==> src/rtl/dsp_exc_pkg.sv <==
package dsp_exc_pkg;
   typedef enum logic [1:0] {
      SEQ_RUN    = 2'd0,
      SEQ_ENTER  = 2'd1,
      SEQ_RETURN = 2'd2
   } seq_op_e;
endpackage

==> src/rtl/exc_pending.sv <==
module exc_pending #(
   parameter int NLEV = 8
) (
   input  logic            clk,
   input  logic            rst_n,
   input  logic [NLEV-1:0] set_i,
   input  logic [NLEV-1:0] clr_i,
   output logic [NLEV-1:0] pend_o
);
   logic [NLEV-1:0] pend_q;

   // a new raise wins over the clear of the same level
   always_ff @(posedge clk or negedge rst_n) begin
      if (!rst_n) pend_q <= '0;
      else        pend_q <= (pend_q & ~clr_i) | set_i;
   end

   assign pend_o = pend_q;
endmodule

==> src/rtl/exc_pick.sv <==
module exc_pick #(
   parameter int NLEV      = 8,
   parameter bit SCAN_DOWN = 1'b1
) (
   input  logic [NLEV-1:0]         req_i,
   output logic                    hit_o,
   output logic [$clog2(NLEV)-1:0] lvl_o
);
   localparam int LW = $clog2(NLEV);

   assign hit_o = |req_i;

   generate
      if (SCAN_DOWN) begin : g_high_first
         always_comb begin
            lvl_o = '0;
            for (int i = 0; i < NLEV; i++)
               if (req_i[i]) lvl_o = LW'(i);
         end
      end else begin : g_low_first
         always_comb begin
            lvl_o = '0;
            for (int i = NLEV - 1; i >= 0; i--)
               if (req_i[i]) lvl_o = LW'(i);
         end
      end
   endgenerate
endmodule

==> src/rtl/exc_stack.sv <==
module exc_stack #(
   parameter int W     = 16,
   parameter int DEPTH = 4
) (
   input  logic         clk,
   input  logic         rst_n,
   input  logic         push_i,
   input  logic         pop_i,
   input  logic [W-1:0] din_i,
   output logic [W-1:0] top_o,
   output logic         ovf_o,
   output logic         unf_o
);
   localparam int CW = $clog2(DEPTH + 1);
   localparam int IW = $clog2(DEPTH);

   generate
      if (DEPTH < 2) begin : g_bad_depth
         $error("exc_stack: DEPTH must be at least 2");
      end
   endgenerate

   logic [W-1:0]  mem [DEPTH];
   logic [CW-1:0] cnt_q;
   logic [IW-1:0] top_idx;
   logic          full, empty;

   assign full    = (cnt_q == CW'(DEPTH));
   assign empty   = (cnt_q == '0);
   assign top_idx = cnt_q[IW-1:0] - 1'b1;
   assign top_o   = empty ? '0 : mem[top_idx];

   always_ff @(posedge clk or negedge rst_n) begin
      if (!rst_n) begin
         cnt_q <= '0;
         ovf_o <= 1'b0;
         unf_o <= 1'b0;
      end else if (push_i) begin
         if (full) ovf_o <= 1'b1;
         else      cnt_q <= cnt_q + 1'b1;
      end else if (pop_i) begin
         if (empty) unf_o <= 1'b1;
         else       cnt_q <= cnt_q - 1'b1;
      end
   end

   always_ff @(posedge clk) begin
      if (push_i && !full) mem[cnt_q[IW-1:0]] <= din_i;
   end
endmodule

==> src/rtl/dsp_exc_seq.sv <==
module dsp_exc_seq #(
   parameter int          NLEV        = 8,
   parameter int          PC_W        = 16,
   parameter int          SR_W        = 16,
   parameter int          CTL_W       = 16,
   parameter int          STK_DEPTH   = 4,
   parameter int          RST_LEV     = 0,
   parameter int          EXT_LEV     = 7,
   parameter int          IE_BIT      = 9,
   parameter int          EIE_BIT     = 11,
   parameter int          CTL_EXT_BIT = 1,
   parameter logic [15:0] CTL_INIT    = 16'h0804,
   parameter bit          SCAN_DOWN   = 1'b1
) (
   input  logic                        clk,
   input  logic                        rst_n,
   input  logic [NLEV-1:0]             raise_i,
   input  logic                        dma_done_i,
   input  logic                        step_i,
   input  logic                        rti_i,
   input  logic [PC_W-1:0]             pc_i,
   input  logic [PC_W-1:0]             pc_next_i,
   input  logic [SR_W-1:0]             sr_i,
   input  logic                        ctl_wr_i,
   input  logic [CTL_W-1:0]            ctl_wdata_i,
   output logic [PC_W-1:0]             pc_o,
   output logic                        taken_o,
   output logic                        sr_load_o,
   output logic [SR_W-1:0]             sr_o,
   output logic [NLEV-1:0]             pending_o,
   output logic signed [$clog2(NLEV):0] active_o,
   output logic [CTL_W-1:0]            ctl_rdata_o,
   output logic                        stk_ovf_o,
   output logic                        stk_unf_o
);
   import dsp_exc_pkg::*;

   localparam int LW = $clog2(NLEV);
   localparam int AW = LW + 1;
   localparam logic signed [AW-1:0] ACT_IDLE = -1;
   localparam logic signed [AW-1:0] ACT_ONE  = 1;
   localparam logic [NLEV-1:0] BYPASS = (NLEV'(1) << RST_LEV) | (NLEV'(1) << EXT_LEV);

   generate
      if (RST_LEV >= NLEV || EXT_LEV >= NLEV) begin : g_bad_lev
         $error("dsp_exc_seq: fixed levels out of range");
      end
      if (IE_BIT >= SR_W || EIE_BIT >= SR_W || CTL_EXT_BIT >= CTL_W) begin : g_bad_bit
         $error("dsp_exc_seq: enable bit position out of range");
      end
      if (PC_W < LW + 1) begin : g_bad_pc
         $error("dsp_exc_seq: PC too narrow for vectors");
      end
   endgenerate

   logic [NLEV-1:0]        pend, eligible, set_vec, clr_vec;
   logic                   hit, allow, ext_fire;
   logic [LW-1:0]          lvl;
   logic signed [AW-1:0]   act_q;
   logic [CTL_W-1:0]       ctl_q;
   logic [PC_W-1:0]        pc_top;
   logic [SR_W-1:0]        sr_top;
   logic                   ovf_pc, ovf_sr, unf_pc, unf_sr;
   seq_op_e                op;

   assign allow    = (act_q < ACT_ONE);
   assign eligible = pend & (sr_i[IE_BIT] ? {NLEV{1'b1}} : BYPASS);

   exc_pick #(.NLEV(NLEV), .SCAN_DOWN(SCAN_DOWN)) u_pick (
      .req_i (eligible),
      .hit_o (hit),
      .lvl_o (lvl)
   );

   always_comb begin
      if (rti_i)                        op = SEQ_RETURN;
      else if (step_i && allow && hit)  op = SEQ_ENTER;
      else                              op = SEQ_RUN;
   end

   assign ext_fire = ctl_q[CTL_EXT_BIT] && sr_i[EIE_BIT] && allow;

   always_comb begin
      set_vec = raise_i;
      if (dma_done_i) set_vec[RST_LEV] = 1'b1;
      if (ext_fire)   set_vec[EXT_LEV] = 1'b1;
      clr_vec = '0;
      if (op == SEQ_ENTER) clr_vec[lvl] = 1'b1;
   end

   exc_pending #(.NLEV(NLEV)) u_pend (
      .clk    (clk),
      .rst_n  (rst_n),
      .set_i  (set_vec),
      .clr_i  (clr_vec),
      .pend_o (pend)
   );

   exc_stack #(.W(PC_W), .DEPTH(STK_DEPTH)) u_pc_stk (
      .clk    (clk),
      .rst_n  (rst_n),
      .push_i (op == SEQ_ENTER),
      .pop_i  (op == SEQ_RETURN),
      .din_i  (pc_i),
      .top_o  (pc_top),
      .ovf_o  (ovf_pc),
      .unf_o  (unf_pc)
   );

   exc_stack #(.W(SR_W), .DEPTH(STK_DEPTH)) u_sr_stk (
      .clk    (clk),
      .rst_n  (rst_n),
      .push_i (op == SEQ_ENTER),
      .pop_i  (op == SEQ_RETURN),
      .din_i  (sr_i),
      .top_o  (sr_top),
      .ovf_o  (ovf_sr),
      .unf_o  (unf_sr)
   );

   always_ff @(posedge clk or negedge rst_n) begin
      if (!rst_n) begin
         act_q <= ACT_IDLE;
         ctl_q <= CTL_W'(CTL_INIT);
      end else begin
         case (op)
            SEQ_RETURN: act_q <= ACT_IDLE;
            SEQ_ENTER:  act_q <= $signed({1'b0, lvl});
            default:    act_q <= act_q;
         endcase
         if (ctl_wr_i)      ctl_q <= ctl_wdata_i;
         else if (ext_fire) ctl_q[CTL_EXT_BIT] <= 1'b0;
      end
   end

   always_comb begin
      case (op)
         SEQ_ENTER:  pc_o = PC_W'(lvl) << 1;
         SEQ_RETURN: pc_o = pc_top;
         default:    pc_o = pc_next_i;
      endcase
   end

   assign taken_o     = (op == SEQ_ENTER);
   assign sr_load_o   = (op == SEQ_RETURN);
   assign sr_o        = sr_top;
   assign pending_o   = pend;
   assign active_o    = act_q;
   assign ctl_rdata_o = ctl_q;
   assign stk_ovf_o   = ovf_pc | ovf_sr;
   assign stk_unf_o   = unf_pc | unf_sr;
endmodule

==> config.mk <==
export PLATFORM = sky130hd
export DESIGN_NAME = dsp_exc_seq
export DESIGN_NICKNAME = d
export VERILOG_FILES = /design/src/rtl/dsp_exc_pkg.sv /design/src/rtl/exc_pending.sv /design/src/rtl/exc_pick.sv /design/src/rtl/exc_stack.sv /design/src/rtl/dsp_exc_seq.sv
export SDC_FILE = /design/constraint.sdc
export NUM_CORES = 1
export LEC_CHECK = 0
export ABC_AREA = 0
export BUFFER_PORTS_ARGS = -buffer_cell sky130_fd_sc_hd__buf_2
export CORE_ASPECT_RATIO = 1.4
export CORE_MARGIN = 10
export CORE_UTILIZATION = 54
export CTS_CLUSTER_SIZE = 16
export DETAILED_ROUTE_END_ITERATION = 6
export GPL_TIMING_DRIVEN = 0
export PLACE_DENSITY = 0.78
export SLEW_MARGIN = 25
export SYNTH_ARGS = -nofsm -noshare
export SYNTH_HDL_FRONTEND = slang
export SYNTH_SLANG_ARGS = --single-unit
==> constraint.sdc <==
create_clock -name clk -period 3 [get_ports clk]
set_input_delay 0.3 -clock clk [delete_from_list [all_inputs] [get_ports clk]]
set_output_delay 0.3 -clock clk [all_outputs]
set_load 0.005 [all_outputs]
==> impl_metrics.json, run 1 <==
{
  "status": "complete, but fails checks",
  "violations": "negative hold slack",
  "worstPathRequired_ps": 2700,
  "hpwl_mm": 10.65,
  "syn_nets": 476,
  "min_period_over_period_pct": 94.30,
  "die_area_mm2": 0.01760,
  "drive_above_1_share_pct": 46.32,
  "synth_warnings": 0,
  "r2r-start": "active_o[2]$_DFFE_PN1N_",
  "vias": 3969,
  "peakVddDrop_mv": 0.5370,
  "hp-class": "input port to async pin",
  "first_iter_violations": 184,
  "pre_cts_slack_ps": -604.1,
  "synthMuxAreaShare_pct": 13.81,
  "synthArstFlopShare_pct": 22.89,
  "grt_max_degree": 39,
  "final_nets": 632,
  "worstSetupStartpointType": "flop",
  "avgSynthCellArea_um2": 17.59,
  "drt-vias-per-instance": 5.598,
  "relSlewSlack_pct": 41.94,
  "critPathMaxFanout": 10,
  "port_buffers": 140,
  "detail-route-antenna-nets": 0,
  "regArea_mm2": 0.004803,
  "mostFrequentLayoutCell": "buf_2",
  "whs_ps": -5.168,
  "yosysSeqAreaShare_pct": 70.37,
  "synth-compound-area-share_pct": 5.904,
  "worstSkewPairLatency_ps": 420,
  "place_congestion": 0.7530,
  "multi_input_area_mm2": 0.001928,
  "nFillCells": 855,
  "grt_pass1_vias": 4359,
  "hold_viol_final": 12,
  "yosys.area_share.simple_pct": 5.537,
  "htree_levels": 4,
  "cellPowerDensity_mw_per_mm2": 869.2,
  "cts_hold_buf": 0,
  "wl_per_cell_um": 20.72,
  "io_pins": 142,
  "ys_ff_latch": 166,
  "postSynthCellCount": 388,
  "drtPass1Iterations": 4,
  "rows": 48,
  "start_util_pct": 55.16,
  "path_clk_slew_ps": 60,
  "synthXorXnorAreaFrac_pct": 0.6417,
  "synth.distinct_cells": 46,
  "die_y_um": 153.0,
  "clockRootBuffer": "clkbuf_16",
  "track_usage_pct": 16.94,
  "synthAdderAreaFrac_pct": 1.834,
  "antenna_found_initial": 1,
  "post-route-min-period_ps": 2829,
  "r2r_end": "u_sr_stk.mem[1][0]$_DFFE_PP_",
  "fmax_ghz": 0.3535,
  "ys.flop_type": "edfxtp_1",
  "stdcell_area_mm2": 0.008388,
  "cts_tree": "done",
  "skew_ps": 7.502,
  "coreArea_mm2": 0.01237,
  "cts.sinks": 166,
  "cp.arrival_ps": 2530,
  "synth-edff-count": 128,
  "routed_wl_mm": 14.69,
  "maxSlewViolCount": 0,
  "crit_type": "flop to output pin",
  "synth_top_family_by_area": "multiplexers",
  "cap_viol_max_count": 0,
  "fin_ws_ps": 170.9,
  "cts.path.max_buffers": 2,
  "syn_area_mm2": 0.006824,
  "area_growth_pct": 22.92,
  "cp-end-kind": "output pin",
  "placed_cell_area_mm2": 0.007730,
  "final-setup-viol-count": 0,
  "overflow": 0,
  "tightest_slew_ps": 870.8,
  "rsz0062_at_grt": "false",
  "r2r_slack_ps": 200,
  "grt_pass1_wl_mm": 22.92,
  "layout_common_cells": "buf_2, edfxtp_1, mux4_2",
  "cts_buffers": 17,
  "post_cts_buffers": 0,
  "drc": 0,
  "r2r_cells": 5,
  "leakage_nw": 3.227,
  "die_w_um": 115.0
}
## how the worst max path moves through the flow
| stage | start | endpoint | slack, ps |
|---|---|---|---|
| 6_report | u_pc_stk.cnt_q[0]$_DFFE_PN0P_ | pc_o[3] | 170 |
| 5_1_grt | active_o[2]$_DFFE_PN1N_ | u_pc_stk.mem[1][5]$_DFFE_PP_ | 2 |
| 4_1_cts | u_pend.pend_o[1]$_DFF_PN0_ | pc_o[10] | 20 |
| 3_5_place_dp | u_sr_stk.cnt_q[0]$_DFFE_PN0P_ | u_sr_stk.mem[0][13]$_DFFE_PP_ | -600 |
| 3_3_place_gp | u_sr_stk.cnt_q[0]$_DFFE_PN0P_ | u_sr_stk.mem[0][13]$_DFFE_PP_ | -570 |
| 2_1_floorplan | u_pc_stk.cnt_q[0]$_DFFE_PN0P_ | pc_o[10] | 240 |
## synthesized netlist by cell type (all sizes together) (2+ instances only)
library cell | instances | share of area [%]
a21boi | 2 | 0.22
a31oi | 2 | 0.18
ha | 10 | 1.8
dfrtp | 32 | 12
o21a | 2 | 0.22
a21o | 7 | 0.79
clkbuf | 13 | 0.73
and2 | 2 | 0.20
xnor2 | 4 | 0.51
a22o | 13 | 1.7
inv | 13 | 0.72
o21ai | 11 | 0.81
o22ai | 2 | 0.18
nor2b | 17 | 1.6
and3 | 7 | 0.64
edfxtp | 128 | 56
a221o | 2 | 0.29
a21oi | 5 | 0.37
mux2i | 3 | 0.44
dfstp | 6 | 2.3
or2 | 2 | 0.18
nand2b | 7 | 0.64
nand2 | 10 | 0.55
nor2 | 15 | 0.83
o21bai | 3 | 0.33
mux2 | 17 | 2.8
mux4 | 32 | 11
buf | 6 | 0.46
nand4 | 2 | 0.18
o31ai | 2 | 0.22
## per-stage QoR
step / hold slack [ps] / std cells / TNS, ps / util (%) / total power (W)
after floorplan: 4.409 / 388 / 0 / - / 0.004307
after global placement: 433.3 / 678 / -21870 / 62.34 / 0.005013
after detailed placement: 445.1 / 679 / -22540 / 62.48 / 0.005078
after CTS: 15.85 / 708 / 0 / 67.72 / 0.007401
after global routing: 52.49 / 708 / 0 / 67.78 / 0.007696
final: -5.168 / 709 / 0 / 67.80 / 0.007291
## layout make-up
| class | count | area share (%) |
|---|---|---|
| antenna | 2 | 0.05967 |
| buffer | 15 | 1.298 |
| clock buffer | 17 | 5.072 |
| clock inverter | 15 | 1.969 |
| inverter | 13 | 0.5817 |
| multi-input combinational | 190 | 22.99 |
| sequential | 166 | 57.26 |
| tap | 150 | 2.237 |
| timing repair buffer | 141 | 8.532 |
## per-layer routing
| metal | GRT usage [%] | share of wire (%) | vias up |
|---|---|---|---|
| met3 | 6.189 | 7.2 | 17 |
| met5 | 0 | 0 | - |
| met2 | 28.47 | 54 | 123 |
| met4 | 6.383 | 1.4 | 0 |
| li1 | - | - | 1827 |
| met1 | 19.01 | 38 | 2002 |
## worst max-delay path, cell delays in order (launching register included)
cell and delay (ps):
dfrtp_2 410, buf_6 190, buf_6 200, inv_1 110, ha_4 340, clkbuf_8 200
mux4_2 310, nand2_1 80, o21ai_0 110, buf_2 170
## power by group
part	internal (W)	switching, W
registers	0.00270	0.000106
logic	0.00126	0.00105
clock network	0.00125	0.000921
total	0.00521	0.00208
## logic make-up (layout without fill, tap and decap cells)
logic type | Yosys count | in the layout
AOI/OAI and AO/OA | 55 | 55
xor gates and xnor gates | 5 | 5
adders and majority gates | 10 | 10
buffers and inverters | 32 | 201
DFF | 166 | 166
muxes | 52 | 52
other | 0 | 2
and+or+nand+nor | 68 | 68
## state kept, by name, summed over array words and instances, names as in the netlist, 3 cells and up
signal,flops
u_sr_stk.mem,64
u_pend.pend_o,8
u_pc_stk.mem,64
u_sr_stk.cnt_q,3
u_pc_stk.cnt_q,3
ctl_rdata_o,16
active_o,4
## what timing repair did
| item | in CTS | in global routing |
|---|---|---|
| pin swaps | 0 | 0 |
| setup endpoints to repair | 96 | 69 |
| resized for setup | 23 | 10 |
Power figures use the tool's default switching activity.
==> run 2: changes to the inputs <==
- PLACE_DENSITY: 0.78 -> 0.85
==> run 2 against run 1 <==
Effect of this change:
- maximum frequency is 0.78% lower
- core utilization decreased by 0.22 points
- worst hold slack better by 4.9 ps
- register-to-register slack got worse by 20 ps
- wire length rose by 1.1%
- non-clock buffer count unchanged
- global-route usage is 0.35 points higher
- the flow still finishes with violations (negative hold slack)
- setup slack got worse by 22 ps
- via count up 0.63%
- first-iteration DRC count increased by 16%
==> impl_metrics.json, run 2 (synthesis results as in run 1) <==
{
  "cts_tree": "done",
  "drc": 0,
  "combPwrFrac_pct": 32.5,
  "slowest_stage": "dfrtp_1",
  "hpwl_mm": 10.73,
  "post-route-min-period_ps": 2851,
  "r2r_slack_ps": 180,
  "power.internal_w": 0.005197,
  "post_cts_buffers": 0,
  "die_area_mm2": 0.01760,
  "p_clk_share_pct": 28.5,
  "final_util_pct": 67.58,
  "r2r_end": "u_sr_stk.mem[3][0]$_DFFE_PP_",
  "path_buf_inv": 5,
  "worstSkewPairLatency_ps": 410,
  "hp-class": "input port to async pin",
  "wl_per_cell_um": 20.98,
  "hold_viol_final": 1,
  "critPathMaxFanout": 10,
  "swShare_pct": 27.84,
  "die_y_um": 153.0,
  "top_layer": "met4",
  "antenna_found_initial": 1,
  "cp-end-kind": "output pin",
  "track_usage_pct": 17.29,
  "worstPathRequired_ps": 2700,
  "cpPeakStageDelay_ps": 420,
  "relSlewSlack_pct": 42.71,
  "wl_met3_mm": 1.192,
  "peakVddDrop_mv": 0.7106,
  "grt_pass1_wl_mm": 23.57,
  "cp_top_family": "buffers and inverters",
  "htree_levels": 4,
  "cts.path.max_buffers": 2,
  "path_clk_slew_ps": 60,
  "final-setup-viol-count": 0,
  "setup_tns_ps": 0,
  "fmax_ghz": 0.3507,
  "drive_above_1_share_pct": 45.06,
  "layout_common_cells": "buf_2, edfxtp_1, mux4_2, dfrtp_1, clkbuf_16",
  "coreArea_mm2": 0.01237,
  "start_util_pct": 55.16,
  "stdcell_area_mm2": 0.008361,
  "maxSlewViolCount": 0,
  "first_iter_violations": 213,
  "whs_ps": -0.2303,
  "routed_wl_mm": 14.86,
  "area_growth_pct": 22.52,
  "r2r_cells": 5,
  "r2r-start": "active_o[2]$_DFFE_PN1N_",
  "mostFrequentLayoutCell": "buf_2",
  "io_pins": 142,
  "rows": 48,
  "detail-route-antenna-nets": 0,
  "place_congestion": 0.7910,
  "status": "complete, but fails checks",
  "drtPass1Iterations": 4,
  "rsz0062_at_grt": "false",
  "worstSetupStartpointType": "flop",
  "cp_cell_sequence": "buf_6, buf_8, inv_1, ha_4, clkbuf_8, mux4_2, nand2_1, o21ai_0, buf_2",
  "crit_type": "flop to output pin",
  "p_seq_share_pct": 39.0,
  "violations": "negative hold slack",
  "overflow": 0,
  "cts_buffers": 17,
  "switching_power_w": 0.002005,
  "cp.arrival_ps": 2550,
  "drt-vias-per-instance": 5.641,
  "cap_viol_max_count": 0,
  "skew_ps": 8.210,
  "final_nets": 632,
  "cts.sinks": 166,
  "min_period_over_period_pct": 95.05,
  "met1_length_mm": 5.571,
  "dr_wl_met2_mm": 7.888,
  "vias": 3994,
  "tightest_slew_ps": 859.4,
  "grt_pass1_vias": 4431,
  "cellPowerDensity_mw_per_mm2": 861.5,
  "port_buffers": 140,
  "clockRootBuffer": "clkbuf_16",
  "placed_cell_area_mm2": 0.007726,
  "grt_max_degree": 39,
  "die_w_um": 115.0,
  "finalPower_w": 0.007202,
  "leakage_nw": 3.221
}
[run 2: changes by cell type in the layout (fill, tap and decap cells not counted), sizes merged]
cell	before	now
inv	21	16
diode	2	1
bufinv	2	0
clkinv	5	3
clkbuf	27	36
[run 2: power groups by stage]
stage          logic, W  clock network [W]  registers [W]
4_1_cts         0.00239            0.00208        0.00281
6_report        0.00234            0.00205        0.00281
2_1_floorplan   0.00148                  0        0.00283
5_1_grt         0.00259            0.00217        0.00283
3_3_place_gp    0.00217                  0        0.00283
3_5_place_dp    0.00224                  0        0.00285
[run 2: final cells by class]
type | instances | area (µm²)
Multi-Input combinational cell | 190 | 1927
Sequential cell | 166 | 4802
Fill cell | 831 | 4011
Inverter | 13 | 48.80
Clock inverter | 6 | 36.28
Antenna cell | 1 | 2.502
Clock buffer | 26 | 531.8
Timing Repair Buffer | 141 | 711.9
Tap cell | 150 | 187.7
Buffer | 15 | 112.6
[run 2: worst max-delay path by stage]
stage | cells after the start | start | slack (ps) | endpoint
floorplan | 8 | u_pc_stk.cnt_q[0]$_DFFE_PN0P_ | 240 | pc_o[10]
global placement | 8 | u_sr_stk.cnt_q[0]$_DFFE_PN0P_ | -510 | u_sr_stk.mem[0][14]$_DFFE_PP_
detailed placement | 8 | u_sr_stk.cnt_q[0]$_DFFE_PN0P_ | -630 | u_sr_stk.mem[0][12]$_DFFE_PP_
CTS | 8 | u_sr_stk.cnt_q[0]$_DFFE_PN0P_ | 50 | sr_o[0]
global route | 9 | u_pc_stk.cnt_q[0]$_DFFE_PN0P_ | 6 | pc_o[3]
finish | 9 | u_pc_stk.cnt_q[0]$_DFFE_PN0P_ | 150 | pc_o[3]
[run 2: metal layers]
layer	GRT usage, %	up-vias
li1	-	1820
met1	19.96	2017
met2	28.87	141
met3	5.797	16
met4	6.442	0
met5	0	-
[run 2: repair_timing]
| action | 4_1_cts | 5_1_grt |
|---|---|---|
| hold buffers | 0 | 0 |
| gates resized for setup | 24 | 7 |
| setup endpoints to repair | 96 | 21 |
[run 2: metrics by stage]
stage | instances | setup slack [ps] | hold WS, ps
6_report | 708 | 148.6 | -0.2303
5_1_grt | 708 | 6.291 | 59.20
4_1_cts | 708 | 53.85 | 12.10
3_5_place_dp | 679 | -629.4 | 445.0
3_3_place_gp | 678 | -509.3 | 432.5
2_1_floorplan | 388 | 244.0 | 4.409
